[src/rtl/db_pkg.sv]
// Shared constants for the doorbell interrupt register block.
// Assumes DATA_W >= 30 so that every trigger bit exists, and ADDR_W <= 16.
package db_pkg;

    localparam int NUM_SLOTS   = 6;
    localparam int SLOT_DESC_A = 0;
    localparam int SLOT_DESC_B = 1;
    localparam int SLOT_CTRL   = 2;
    localparam int SLOT_STAT   = 3;
    localparam int SLOT_SW_SET = 4;
    localparam int SLOT_SW_CLR = 5;

    localparam int BIT_DESCB_RAISE = 29;
    localparam int BIT_CTRL_LOWER  = 16;
    localparam int BIT_STAT_LOW_A  = 16;
    localparam int BIT_STAT_LOW_B  = 29;
    localparam int BIT_CTRL_FORCED = 17;

    // Byte offset of each decoded slot.
    function automatic logic [15:0] slot_offset(input int idx);
        case (idx)
            SLOT_DESC_A: slot_offset = 16'h0028;
            SLOT_DESC_B: slot_offset = 16'h002C;
            SLOT_CTRL:   slot_offset = 16'h004C;
            SLOT_STAT:   slot_offset = 16'h0050;
            SLOT_SW_SET: slot_offset = 16'h01F0;
            SLOT_SW_CLR: slot_offset = 16'h01F4;
            default:     slot_offset = 16'hFFFF;
        endcase
    endfunction

endpackage

[src/rtl/db_addr_decode.sv]
// Word address decoder. Produces a one-hot hit vector with one bit per slot.
// Assumes the byte address is word aligned in intent; bits [1:0] are dropped.
module db_addr_decode
    import db_pkg::*;
#(
    parameter int ADDR_W = 12
) (
    input  logic [ADDR_W-1:0]    addr,
    output logic [NUM_SLOTS-1:0] hit
);

    logic unused_low;
    assign unused_low = ^addr[1:0];

    // One comparator per slot against its word index.
    for (genvar g = 0; g < NUM_SLOTS; g++) begin : g_slot
        localparam logic [15:0] OFF = slot_offset(g);
        assign hit[g] = (addr[ADDR_W-1:2] == OFF[ADDR_W-1:2]);
    end

endmodule

[src/rtl/db_regfile.sv]
// Register storage and read path. Holds the two descriptor words, control,
// status and the software interrupt word. Read data is registered and is
// zero after a cycle with no read strobe. Assumes one access per cycle.
module db_regfile
    import db_pkg::*;
#(
    parameter int DATA_W = 32
) (
    input  logic                 clk,
    input  logic                 rst_n,
    input  logic [NUM_SLOTS-1:0] hit,
    input  logic                 wr_en,
    input  logic [DATA_W-1:0]    wdata,
    input  logic                 rd_en,
    output logic [DATA_W-1:0]    rdata
);

    localparam logic [DATA_W-1:0] CTRL_FORCE = DATA_W'(1) << BIT_CTRL_FORCED;

    logic [DATA_W-1:0] desc_a_q, desc_b_q, ctrl_q, stat_q, swirq_q;
    logic [DATA_W-1:0] rd_word;

    // Plain word storage for the four data registers.
    always_ff @(posedge clk) begin
        if (!rst_n) begin
            desc_a_q <= '0;
            desc_b_q <= '0;
            ctrl_q   <= '0;
            stat_q   <= '0;
        end else if (wr_en) begin
            if (hit[SLOT_DESC_A]) desc_a_q <= wdata;
            if (hit[SLOT_DESC_B]) desc_b_q <= wdata;
            if (hit[SLOT_CTRL])   ctrl_q   <= wdata;
            if (hit[SLOT_STAT])   stat_q   <= wdata;
        end
    end

    // Software interrupt word: OR on set address, mask-clear on clear address.
    always_ff @(posedge clk) begin
        if (!rst_n) begin
            swirq_q <= '0;
        end else if (wr_en) begin
            if (hit[SLOT_SW_SET])      swirq_q <= swirq_q | wdata;
            else if (hit[SLOT_SW_CLR]) swirq_q <= swirq_q & ~wdata;
        end
    end

    // Read multiplexer; undecoded addresses give zero.
    always_comb begin
        rd_word = '0;
        if (hit[SLOT_DESC_A]) rd_word = desc_a_q;
        if (hit[SLOT_DESC_B]) rd_word = desc_b_q;
        if (hit[SLOT_CTRL])   rd_word = ctrl_q | CTRL_FORCE;
        if (hit[SLOT_STAT])   rd_word = stat_q;
        if (hit[SLOT_SW_SET] || hit[SLOT_SW_CLR]) rd_word = swirq_q;
    end

    // Registered read data, cleared when no read is requested.
    always_ff @(posedge clk) begin
        if (!rst_n) rdata <= '0;
        else        rdata <= rd_en ? rd_word : '0;
    end

endmodule

[src/rtl/db_irq_ctrl.sv]
// Interrupt event latch. Specific writes and data bits set or clear a
// registered level; register contents never feed it. Assumes a one-hot hit.
module db_irq_ctrl
    import db_pkg::*;
#(
    parameter int DATA_W = 32
) (
    input  logic                 clk,
    input  logic                 rst_n,
    input  logic [NUM_SLOTS-1:0] hit,
    input  logic                 wr_en,
    input  logic [DATA_W-1:0]    wdata,
    output logic                 irq
);

    logic raise_ev, lower_ev;
    logic unused_w;
    assign unused_w = ^{hit, wdata};

    // Classify the current write as a set event, a clear event or neither.
    always_comb begin
        raise_ev = wr_en && ((hit[SLOT_DESC_B] && wdata[BIT_DESCB_RAISE])
                             || hit[SLOT_SW_SET]);
        lower_ev = wr_en && ((hit[SLOT_CTRL] && wdata[BIT_CTRL_LOWER])
                             || (hit[SLOT_STAT] && (wdata[BIT_STAT_LOW_A]
                                                    || wdata[BIT_STAT_LOW_B]))
                             || hit[SLOT_SW_CLR]);
    end

    // Level latch: holds until the next event.
    always_ff @(posedge clk) begin
        if (!rst_n)        irq <= 1'b0;
        else if (raise_ev) irq <= 1'b1;
        else if (lower_ev) irq <= 1'b0;
    end

endmodule

[src/rtl/doorbell_irq_regs.sv]
// Top of the doorbell interrupt register block: decoder, register file and
// interrupt latch. Single-cycle bus, full-word accesses only.
module doorbell_irq_regs
    import db_pkg::*;
#(
    parameter int ADDR_W = 12,
    parameter int DATA_W = 32
) (
    input  logic              clk,
    input  logic              rst_n,
    input  logic [ADDR_W-1:0] bus_addr,
    input  logic              bus_wr,
    input  logic [DATA_W-1:0] bus_wdata,
    input  logic              bus_rd,
    output logic [DATA_W-1:0] bus_rdata,
    output logic              irq_o
);

    logic [NUM_SLOTS-1:0] hit;

    db_addr_decode #(.ADDR_W(ADDR_W)) u_dec (
        .addr (bus_addr),
        .hit  (hit)
    );

    db_regfile #(.DATA_W(DATA_W)) u_regs (
        .clk   (clk),
        .rst_n (rst_n),
        .hit   (hit),
        .wr_en (bus_wr),
        .wdata (bus_wdata),
        .rd_en (bus_rd),
        .rdata (bus_rdata)
    );

    db_irq_ctrl #(.DATA_W(DATA_W)) u_irq (
        .clk   (clk),
        .rst_n (rst_n),
        .hit   (hit),
        .wr_en (bus_wr),
        .wdata (bus_wdata),
        .irq   (irq_o)
    );

endmodule

[config.mk]
export PLATFORM = sky130hd
export DESIGN_NAME = doorbell_irq_regs
export DESIGN_NICKNAME = d
export VERILOG_FILES = /design/src/rtl/db_pkg.sv /design/src/rtl/db_addr_decode.sv /design/src/rtl/db_regfile.sv /design/src/rtl/db_irq_ctrl.sv /design/src/rtl/doorbell_irq_regs.sv
export SDC_FILE = /design/constraint.sdc
export NUM_CORES = 1
export LEC_CHECK = 0
export ABC_AREA = 1
export BUFFER_PORTS_ARGS = -buffer_cell sky130_fd_sc_hd__buf_2
export CELL_PAD_IN_SITES_DETAIL_PLACEMENT = 1
export CELL_PAD_IN_SITES_GLOBAL_PLACEMENT = 1
export CORE_MARGIN = 5
export CORE_UTILIZATION = 40
export CTS_BUF_LIST = sky130_fd_sc_hd__clkbuf_4
export CTS_CLUSTER_DIAMETER = 60
export DETAILED_ROUTE_END_ITERATION = 12
export PLACE_DENSITY_LB_ADDON = 0.15
export SYNTH_ARGS = -nofsm -noshare
export SYNTH_HDL_FRONTEND = slang
export SYNTH_SLANG_ARGS = --single-unit
[constraint.sdc]
create_clock -name clk -period 1.07 [get_ports clk]
set_input_delay 0.0535 -clock clk [delete_from_list [all_inputs] [get_ports clk]]
set_output_delay 0.0535 -clock clk [all_outputs]
set_load 0.02 [all_outputs]
==> results by group, run 1 <==
Global routing
  – Number of antenna violations at the first check in global routing: 1
  – Overflow left after global routing: 0
  – Via count of the first global-routing pass: 8165
  – Global-route wire length before repair: 43.6 mm
  – Pin count of the biggest net entering global routing: 47
  – Total global routing track utilization: 23.0%

Synth
  – Net Count, Synth: 1161
  – Number of instances in the synthesized netlist: 1113
  – Post-synthesis sequential area ratio: 47.5%
  – Syn Std Cell Area: 8100 µm²
  – Post-synthesis sequential element count: 192
  – Total number of yosys warnings: 0
  – Number of distinct library cells after synthesis: 23
  – Synthesized area per cell: 7.28 µm²

Worst setup path
  – CP Data Arrival Time: 1.11 ns
  – Delay of the slowest critical-path stage: 0.39 ns
  – Slowest stage cell on the critical path: sky130_fd_sc_hd__dfxtp_2
  – Crit path launch type: flip-flop
  – Ordered list of cells on the worst path: buf_6
  – Kind of capture point of the worst setup path: primary output
  – Worst setup path category: reg -> out
  – Biggest fanout along the worst timing path: 1
  – Buf/Inv on CP: 1
  – Critical path's top delay family: flip-flops
  – Endpoint required time on the critical path: 1.02 ns

Die
  – Chip height: 152 µm
  – Total I/O pin count: 81
  – Placeable core region: 20100 µm²
  – Die Span X: 152 µm
  – Initial cell density of the core: 40.3%
  – Std-Cell Rows: 52
  – DIE AREA: 23200 µm²

STA
  – Maximum clock rate: 861 MHz
  – Post-layout worst setup margin: -0.0920 ns
  – Clock skew: 0.0265 ns
  – Post-layout min period: 1.16 ns
  – Number of hold violations in the final report: 0
  – Measured slew at the worst slew-check pin: 0.316 ns
  – Setup repair after global routing missed its margin: yes
  – Crit share post-route: 109%
  – Normalized max-slew margin: 78.7%
  – Setup Total Neg Slack: -1.68 ns
  – Slew Limit Fails: 0
  – Final Setup Violations: 33

Outcome
  – Outcome: finished, violations left
  – Failing checks: negative setup slack

Finish
  – Fraction of final layout cells sized beyond drive strength 1: 20.0%
  – Final nets: 1287
  – Seq. cell area: 3880 µm²
  – Area taken by multi-input logic gates: 3520 µm²
  – Leading cell type in the layout, fill and taps excluded: sky130_fd_sc_hd__a21oi_1
  – Area growth syn-to-layout: 27.7%
  – Most frequent cells in the layout: sky130_fd_sc_hd__a21oi_1 (160), sky130_fd_sc_hd__dfxtp_1 (159), sky130_fd_sc_hd__nand2_1 (145)
  – Fill cells: 2509
  – Finished layout cell area: 10300 µm²

Place
  – Post-detailed-placement cell area: 9330 µm²
  – Routability congestion estimate: 0.817
  – IO Port Bufs: 78
  – DPL Wire Length: 17.4 mm

Detailed routing
  – Wire length per cell after detailed routing: 17.9 µm
  – Vias post-DR: 8061
  – Detailed-route vias per instance: 5.29
  – Drt initial violations: 416
  – Total Routed Length: 27.3 mm
  – Number of design rule violations left after detail routing: 0
  – Number of nets still failing antenna checks after routing: 0
  – DRT Pass-1 Iters: 5

Pwr
  – Highest ir drop seen on vdd: 0.616 mV
  – Static leakage: 3.58 nW
  – Power Dens Cells: 1170 nW/µm²
  – Total power: 12.1 mW

Worst hold path
  – Type of the most critical hold path: in -> reg

Clocking
  – Number of clock sinks seen by CTS: 192
  – Clock tree root driver cell: sky130_fd_sc_hd__clkbuf_4
  – Clk Latency, worst-skew pair: 0.60 ns
  – Number of buffers created by CTS: 17
  – Worst-case clock buffer depth: 2
  – Clock input transition at the sequential cells of the worst setup and hold paths: 0.16 ns
  – TritonCTS clock tree: yes
  – H-tree Lvls: 4

Run
  – Max-Cap Viols: 0
power breakdown:
group	internal [mW]	total (mW)	switching (mW)	leakage (nW)
clock network	1.47	4.06	2.59	0.142
logic	0.358	0.924	0.566	1.88
registers	7.15	7.16	0.00177	1.56
per-stage QoR:
stage,setup WS (ns),instances,util [%],hold WS (ns)
finish,-0.0920,1523,51.4,0.0814
global route,-0.132,1523,51.4,0.130
CTS,-0.121,1518,51.0,0.0541
detailed placement,-0.452,1448,46.4,0.362
global placement,-0.410,1448,46.4,0.354
floorplan,-0.0361,1113,-,0.201
what timing repair did:
item,in CTS,in global routing
hold endpoints to repair,190,0
pin swaps,0,1
setup buffers,0,2
gates resized for setup,99,4
setup endpoints to repair,33,57
cloned,0,2
hold buffers,38,0
cells by family (layout without fill, tap and decap cells):
logic type,after synthesis,after routing,synth area share [%]
AOI/OAI and AO/OA,257,257,16.0
buffers and inverters,199,338,10.3
DFF,192,192,47.5
and+or+nand+nor,465,465,26.2
other,0,1,0
cell type report:
type                            instances  area share [%]
Multi-Input combinational cell        722            34.1
Clock inverter                         12            1.28
Clock buffer                           20            1.45
Antenna cell                            1          0.0242
Sequential cell                       192            37.6
Timing Repair Buffer                  193            18.2
Inverter                              113            4.17
Tap cell                              270            3.27
per-layer routing:
layer  up-vias  global-route usage (%)  part of all wire (%)
met3        26                    3.27                   3.2
met4         0                    4.88                   1.3
met2       144                    40.9                    50
met1      3924                    29.7                    45
li1       3967                       -                     -
met5         -                       0                     0
synthesized netlist by cell type:
| library cell | instances | share of area, % |
|---|---|---|
| sky130_fd_sc_hd__nand2_4 | 1 | 0.14 |
| sky130_fd_sc_hd__nand3_2 | 1 | 0.12 |
| sky130_fd_sc_hd__nand3_1 | 107 | 6.6 |
| sky130_fd_sc_hd__o21ai_0 | 94 | 5.8 |
| sky130_fd_sc_hd__dfxtp_1 | 192 | 47 |
| sky130_fd_sc_hd__nand2_2 | 2 | 0.15 |
| sky130_fd_sc_hd__clkbuf_1 | 46 | 2.1 |
| sky130_fd_sc_hd__nor3_1 | 33 | 2.0 |
| sky130_fd_sc_hd__buf_2 | 29 | 1.8 |
| sky130_fd_sc_hd__nor4_1 | 30 | 2.3 |
| sky130_fd_sc_hd__or2_0 | 1 | 0.077 |
| sky130_fd_sc_hd__inv_1 | 108 | 5.0 |
| sky130_fd_sc_hd__nand2_1 | 145 | 6.7 |
| sky130_fd_sc_hd__buf_6 | 3 | 0.42 |
| sky130_fd_sc_hd__nor2_1 | 107 | 5.0 |
| sky130_fd_sc_hd__nor2_2 | 4 | 0.31 |
| sky130_fd_sc_hd__buf_4 | 8 | 0.74 |
| sky130_fd_sc_hd__a211oi_1 | 3 | 0.28 |
| sky130_fd_sc_hd__inv_2 | 5 | 0.23 |
| sky130_fd_sc_hd__nor3_4 | 1 | 0.20 |
| sky130_fd_sc_hd__nor3_2 | 1 | 0.12 |
| sky130_fd_sc_hd__nand4_1 | 32 | 2.5 |
| sky130_fd_sc_hd__a21oi_1 | 160 | 9.9 |
path summary, 6_finish.rpt:
path / from / end / slack (ns) / cells after the start
setup reg to reg: u_regs.ctrl_q[31]$_SDFFE_PN0P_ / u_regs.rdata[31]$_SDFF_PN0_ / 0.16 / 5
hold / removal: bus_addr[10] / u_regs.stat_q[30]$_SDFFE_PN0P_ / 0.08 / 7
hold reg to reg: u_regs.desc_b_q[23]$_SDFFE_PN0P_ / u_regs.desc_b_q[23]$_SDFFE_PN0P_ / 0.45 / 2
setup / recovery: u_regs.rdata[2]$_SDFF_PN0_ / bus_rdata[2] / -0.09 / 1
Note: power is estimated with default switching activity, not from simulation.
==> inputs of run 2 (changes only) <==
--- a/config.mk
+++ b/config.mk
@@ -11,5 +11,5 @@
 export CELL_PAD_IN_SITES_GLOBAL_PLACEMENT = 1
 export CORE_MARGIN = 5
-export CORE_UTILIZATION = 40
+export CORE_UTILIZATION = 48
 export CTS_BUF_LIST = sky130_fd_sc_hd__clkbuf_4
 export CTS_CLUSTER_DIAMETER = 60
==> constraint.sdc (replaced) <==
create_clock -name clk -period 1.4 [get_ports clk]
set_input_delay 0.07 -clock clk [delete_from_list [all_inputs] [get_ports clk]]
set_output_delay 0.07 -clock clk [all_outputs]
set_load 0.05 [all_outputs]
==> results by group, run 2 (synthesized netlist as in run 1, its figures left out) <==
Global routing
  – Overflow left after global routing: 0 (unchanged)
  – Pin count of the biggest net entering global routing: 63 (+34%)
  – Number of antenna violations at the first check in global routing: 1 (unchanged)
  – Total global routing track utilization: 26.5% (+3.5 points)
  – Via count of the first global-routing pass: 8281 (+1.4%)
  – Global-route wire length before repair: 42.4 mm (-2.9%)

Detailed routing
  – Detailed-route vias per instance: 5.66 (+7.0%)
  – Vias post-DR: 8225 (+2.0%)
  – Number of nets still failing antenna checks after routing: 0 (unchanged)
  – DRT Pass-1 Iters: 5 (unchanged)
  – Drt initial violations: 682 (+64%)
  – Total Routed Length: 27.1 mm (-0.63%)
  – Number of design rule violations left after detail routing: 0 (unchanged)
  – Wire length per cell after detailed routing: 18.7 µm (+4.2%)

Clocking
  – Number of buffers created by CTS: 17 (unchanged)
  – Clock tree root driver cell: sky130_fd_sc_hd__clkbuf_4
  – Clk Latency, worst-skew pair: 0.60 ns (about the same)
  – Clock input transition at the sequential cells of the worst setup and hold paths: 0.17 ns (about the same)
  – Number of clock sinks seen by CTS: 192 (unchanged)
  – H-tree Lvls: 4 (unchanged)
  – TritonCTS clock tree: yes
  – Worst-case clock buffer depth: 2 (unchanged)

STA
  – Crit share post-route: 102%
  – Measured slew at the worst slew-check pin: 0.382 ns (+0.0660 ns)
  – Slew Limit Fails: 0 (unchanged)
  – Setup repair after global routing missed its margin: yes
  – Normalized max-slew margin: 74.5% (-4.2 points)
  – Number of hold violations in the final report: 0 (unchanged)
  – Maximum clock rate: 698 MHz
  – Clock skew: 0.0291 ns (+0.00266 ns)
  – Post-layout min period: 1.43 ns
  – Final Setup Violations: 2 (-94%)
  – Post-layout worst setup margin: -0.0317 ns (+0.0604 ns)

Finish
  – Finished layout cell area: 9860 µm² (-4.6%)
  – Leading cell type in the layout, fill and taps excluded: sky130_fd_sc_hd__dfxtp_1
  – Most frequent cells in the layout: sky130_fd_sc_hd__dfxtp_1 (192), sky130_fd_sc_hd__a21oi_1 (158), sky130_fd_sc_hd__nand2_1 (143)
  – Seq. cell area: 3840 µm² (-1.1%)
  – Fraction of final layout cells sized beyond drive strength 1: 15.5% (-4.5 points)
  – Area growth syn-to-layout: 21.8%
  – Post-route non-filler standard cell count: 1452 (-4.7%)
  – Finished Core Util: 59.5% (+8.0 points)
  – Fill cells: 2125 (-15%)
  – Final nets: 1266 (-1.6%)
  – Area taken by multi-input logic gates: 3480 µm² (-1.3%)

Worst hold path
  – Type of the most critical hold path: in -> reg

Place
  – Placed Cells: 1372 (-5.2%)
  – Worst slack after detailed placement: -0.137 ns (+0.314 ns)
  – Routability congestion estimate: 0.807 (-1.3%)
  – DPL Wire Length: 15.4 mm (-11%)
  – Post-detailed-placement cell area: 8930 µm² (-4.3%)
  – IO Port Bufs: 78 (unchanged)

Worst setup path
  – Ordered list of cells on the worst path: dlygate4sd3_1 > buf_4 > nor2_2 > nand3_2 > nor3_4 > buf_12 > buf_8 > nor2_1 > nor3_1
  – Slowest stage cell on the critical path: sky130_fd_sc_hd__dlygate4sd3_1
  – Kind of capture point of the worst setup path: flip-flop
  – Crit path launch type: primary input
  – Endpoint required time on the critical path: 1.90 ns (+0.88 ns)
  – Delay of the slowest critical-path stage: 0.54 ns (+0.15 ns)
  – CP Data Arrival Time: 1.93 ns (+0.82 ns)
  – Worst setup path category: in -> reg
  – Biggest fanout along the worst timing path: 9 (+8)

Pwr
  – Static leakage: 3.48 nW (-3.0%)
  – Highest ir drop seen on vdd: 0.473 mV (-23%)
  – Power Dens Cells: 949 nW/µm² (-19%)
  – Total power: 9.36 mW (-23%)

Die
  – Std-Cell Rows: 47 (-9.6%)
  – Placeable core region: 16600 µm² (-18%)
  – Initial cell density of the core: 48.8% (+8.6 points)
  – Die Span X: 140 µm (-8.1%)
  – Chip height: 140 µm (-8.1%)
  – Total I/O pin count: 81 (unchanged)
  – DIE AREA: 19600 µm² (-16%)

Outcome
  – Outcome: finished, violations left
  – Failing checks: negative setup slack

Run
  – Max-Cap Viols: 0 (unchanged)
-- run 2: repair_timing --
item	CTS	global route
hold buffers	39	1
gates resized for setup	0	22
buffers inserted	0	4
hold endpoints to repair	192	1
endpoints found under the setup margin	0	127
-- run 2: report_power, final --
part           switching (mW)  total [mW]  internal [mW]
clock                    1.95        3.24           1.29
sequential            0.00142        5.47           5.47
combinational           0.415       0.645          0.230
total                    2.37        9.36           6.99
-- run 2: worst paths after layout --
| check | startpoint | end | slack (ns) | depth (start not counted) |
|---|---|---|---|---|
| worst max-delay path | bus_addr[5] | u_regs.ctrl_q[28]$_SDFFE_PN0P_ | -0.03 | 9 |
| worst min-delay path | bus_addr[2] | u_irq.irq$_SDFFE_PN0P_ | 0.02 | 6 |
| worst max register to register | u_regs.ctrl_q[28]$_SDFFE_PN0P_ | u_regs.rdata[28]$_SDFF_PN0_ | 0.51 | 4 |
| worst min register to register | u_regs.desc_b_q[15]$_SDFFE_PN0P_ | u_regs.desc_b_q[15]$_SDFFE_PN0P_ | 0.46 | 2 |
-- run 2: per-layer routing --
layer / global-route usage (%) / part of all wire, %
met5: 0 / 0
met4: 8.26 / 1.9
met3: 4.26 / 4.8
met2: 46.3 / 49
met1: 33.6 / 44
-- run 2: per-stage QoR --
step	hold WS [ns]	setup TNS, ns
floorplan	0.217	0
global placement	0.371	-1.77
detailed placement	0.371	-8.73
CTS	0.0199	0
global route	0.0285	-0.268
finish	0.0205	-0.0417
-- run 2: layout make-up --
type                            instances  area share, %
Timing Repair Buffer                  172           15.5
Sequential cell                       192           39.0
Inverter                              113           4.33
Antenna cell                            1         0.0254
Multi-Input combinational cell        722           35.3
Clock buffer                           19           1.45
Clock inverter                         13           1.64
Tap cell                              220           2.79
-- run 2: worst max-delay path: cells and delay by family --
kind          cells  cell delay [ns]
buf+inv           4             1.01
simple gates      5             0.84
==> inputs of run 3 (changes only) <==
Settings changed: CORE_UTILIZATION 48 to 40.
==> results by group, run 3 (synthesized netlist as in run 1, its figures left out) <==
Clocking
  – Clock tree root driver cell: sky130_fd_sc_hd__clkbuf_4
  – Number of buffers created by CTS: 17 (unchanged)
  – Worst-case clock buffer depth: 2 (unchanged)
  – Clk Latency, worst-skew pair: 0.56 ns (-0.04 ns)
  – Clock input transition at the sequential cells of the worst setup and hold paths: 0.14 ns (-0.03 ns)
  – TritonCTS clock tree: yes
  – H-tree Lvls: 4 (unchanged)
  – Number of clock sinks seen by CTS: 192 (unchanged)

Finish
  – Finished layout cell area: 9850 µm² (about the same)
  – Finished Core Util: 49.0% (-10 points)
  – Leading cell type in the layout, fill and taps excluded: sky130_fd_sc_hd__dfxtp_1
  – Area growth syn-to-layout: 21.7% (about the same)
  – Fraction of final layout cells sized beyond drive strength 1: 15.3% (-0.19 points)
  – Final nets: 1268 (+0.16%)
  – Seq. cell area: 3840 µm² (unchanged)
  – Post-route non-filler standard cell count: 1504 (+3.6%)
  – Area taken by multi-input logic gates: 3460 µm² (-0.54%)
  – Fill cells: 2563 (+21%)
  – Most frequent cells in the layout: sky130_fd_sc_hd__dfxtp_1 (192), sky130_fd_sc_hd__a21oi_1 (160), sky130_fd_sc_hd__nand2_1 (145)

Place
  – Post-detailed-placement cell area: 9040 µm² (+1.3%)
  – DPL Wire Length: 16.0 mm (+3.5%)
  – Routability congestion estimate: 0.747 (-7.4%)
  – IO Port Bufs: 78 (unchanged)
  – Worst slack after detailed placement: -0.169 ns (-0.0318 ns)
  – Placed Cells: 1427 (+4.0%)

Worst setup path
  – Setup slack of the most critical reg-to-reg path: 0.54 ns (+0.03 ns)
  – Worst Setup EP: u_regs.stat_q[30]$_SDFFE_PN0P_
  – Reg2Reg Capture Point: u_regs.rdata[28]$_SDFF_PN0_
  – CP Data Arrival Time: 1.84 ns (-0.09 ns)
  – CP startpoint: bus_addr[2]
  – Biggest fanout along the worst timing path: 7 (-2)
  – Kind of capture point of the worst setup path: flip-flop
  – Depth of the worst register-to-register path: 4 (unchanged)
  – Worst setup path category: in -> reg
  – Worst flop-to-flop path startpoint: u_regs.desc_b_q[28]$_SDFFE_PN0P_
  – Crit path launch type: primary input
  – Endpoint required time on the critical path: 1.86 ns (-0.04 ns)

Global routing
  – Number of antenna violations at the first check in global routing: 1 (unchanged)
  – Pin count of the biggest net entering global routing: 63 (unchanged)
  – Global-route wire length before repair: 42.4 mm (about the same)
  – Total global routing track utilization: 22.4% (-4.1 points)
  – Via count of the first global-routing pass: 8087 (-2.3%)
  – Overflow left after global routing: 0 (unchanged)

Outcome
  – Outcome: finished clean

Die
  – Placeable core region: 20100 µm² (+21%)
  – Total I/O pin count: 81 (unchanged)
  – Initial cell density of the core: 40.3% (-8.6 points)
  – DIE AREA: 23200 µm² (+19%)
  – Std-Cell Rows: 52 (+11%)
  – Die Span X: 152 µm (+8.9%)
  – Chip height: 152 µm (+8.9%)

Detailed routing
  – Total Routed Length: 26.2 mm (-3.3%)
  – Drt initial violations: 469 (-31%)
  – DRT Pass-1 Iters: 7 (+2)
  – Vias post-DR: 7977 (-3.0%)
  – Wire length per cell after detailed routing: 17.4 µm (-6.7%)
  – Number of nets still failing antenna checks after routing: 0 (unchanged)
  – Number of design rule violations left after detail routing: 0 (unchanged)
  – Detailed-route vias per instance: 5.30 (-6.4%)

STA
  – Clock skew: 0.0225 ns (-0.00662 ns)
  – Post-layout worst setup margin: 0.0214 ns (+0.0531 ns)
  – Maximum clock rate: 725 MHz (+3.9%)
  – Slew Limit Fails: 0 (unchanged)
  – Smallest hold slack: 0.118 ns (+0.0975 ns)
  – Measured slew at the worst slew-check pin: 0.424 ns (+0.0421 ns)
  – Setup repair after global routing missed its margin: yes
  – Number of hold violations in the final report: 0 (unchanged)
  – Normalized max-slew margin: 71.7% (-2.8 points)
  – Crit share post-route: 98.5% (-3.8 points)
  – Setup Total Neg Slack: 0 ns (+0.0417 ns)
  – Final Setup Violations: 0 (-2)
  – Post-layout min period: 1.38 ns (-0.0531 ns)

Pwr
  – Reg power frac: 58.7% (+0.2 points)
  – Power Dens Cells: 945 nW/µm² (-0.38%)
  – Total power: 9.31 mW (-0.45%)
  – Highest ir drop seen on vdd: 0.453 mV (-4.3%)
  – Static leakage: 3.47 nW (-0.11%)
  – Combinational fraction of design power: 6.9% (about the same)
  – Switching power as a share of total power: 25.2% (-0.080 points)
  – Net load switching power: 2.35 mW (-0.77%)
  – Cell internal pwr: 6.96 mW (-0.34%)
  – Clock network power share: 34.4% (-0.2 points)

Worst hold path
  – Hold path start: bus_addr[3]
  – Type of the most critical hold path: in -> reg

Run
  – Max-Cap Viols: 0 (unchanged)
-- run 3: power by group through the flow --
stage	sequential (mW)	combinational [mW]	clock [mW]
2_1_floorplan	5.59	0.237	0
3_3_place_gp	5.59	0.533	0
3_5_place_dp	5.59	0.542	0
4_1_cts	5.47	0.627	3.33
5_1_grt	5.48	0.696	3.54
6_report	5.47	0.639	3.20
-- run 3: final cells by class --
type                            count  area share [%]
Antenna cell                        1          0.0254
Clock buffer                       18            1.37
Clock inverter                     14            1.65
Inverter                          113            4.30
Multi-Input combinational cell    722            35.1
Sequential cell                   192            39.0
Tap cell                          270            3.43
Timing Repair Buffer              174            15.1
-- run 3: critical path, cell delays in order --
cell and delay, ns:
sky130_fd_sc_hd__dlygate4sd3_1 0.53, sky130_fd_sc_hd__buf_2 0.17, sky130_fd_sc_hd__nor3_2 0.18, sky130_fd_sc_hd__dlygate4sd3_1 0.56
sky130_fd_sc_hd__nand4_1 0.12, sky130_fd_sc_hd__nor2_1 0.16, sky130_fd_sc_hd__a211oi_2 0.04
-- run 3: worst min path at each step --
stage,to,depth (start not counted)
2_1_floorplan,flip-flop,2
3_3_place_gp,flip-flop,3
3_5_place_dp,flip-flop,3
4_1_cts,u_regs.stat_q[30]$_SDFFE_PN0P_,6
5_1_grt,u_regs.stat_q[30]$_SDFFE_PN0P_,6
6_report,u_irq.irq$_SDFFE_PN0P_,7
-- run 3: repair_timing --
item                                    CTS  global route
hold buffers                             40             0
setup buffers                             0             3
resized for setup                         0            18
endpoints found under the hold margin   187             0
endpoints found under the setup margin    0            77
-- run 3: metal layers --
metal  GRT usage, %  vias up  part of all wire, %
li1               -     3928                    -
met1           29.7     3865                   47
met2           38.4      161                   48
met3           3.38       23                  3.8
met4           5.44        0                  1.2
met5              0        -                    0
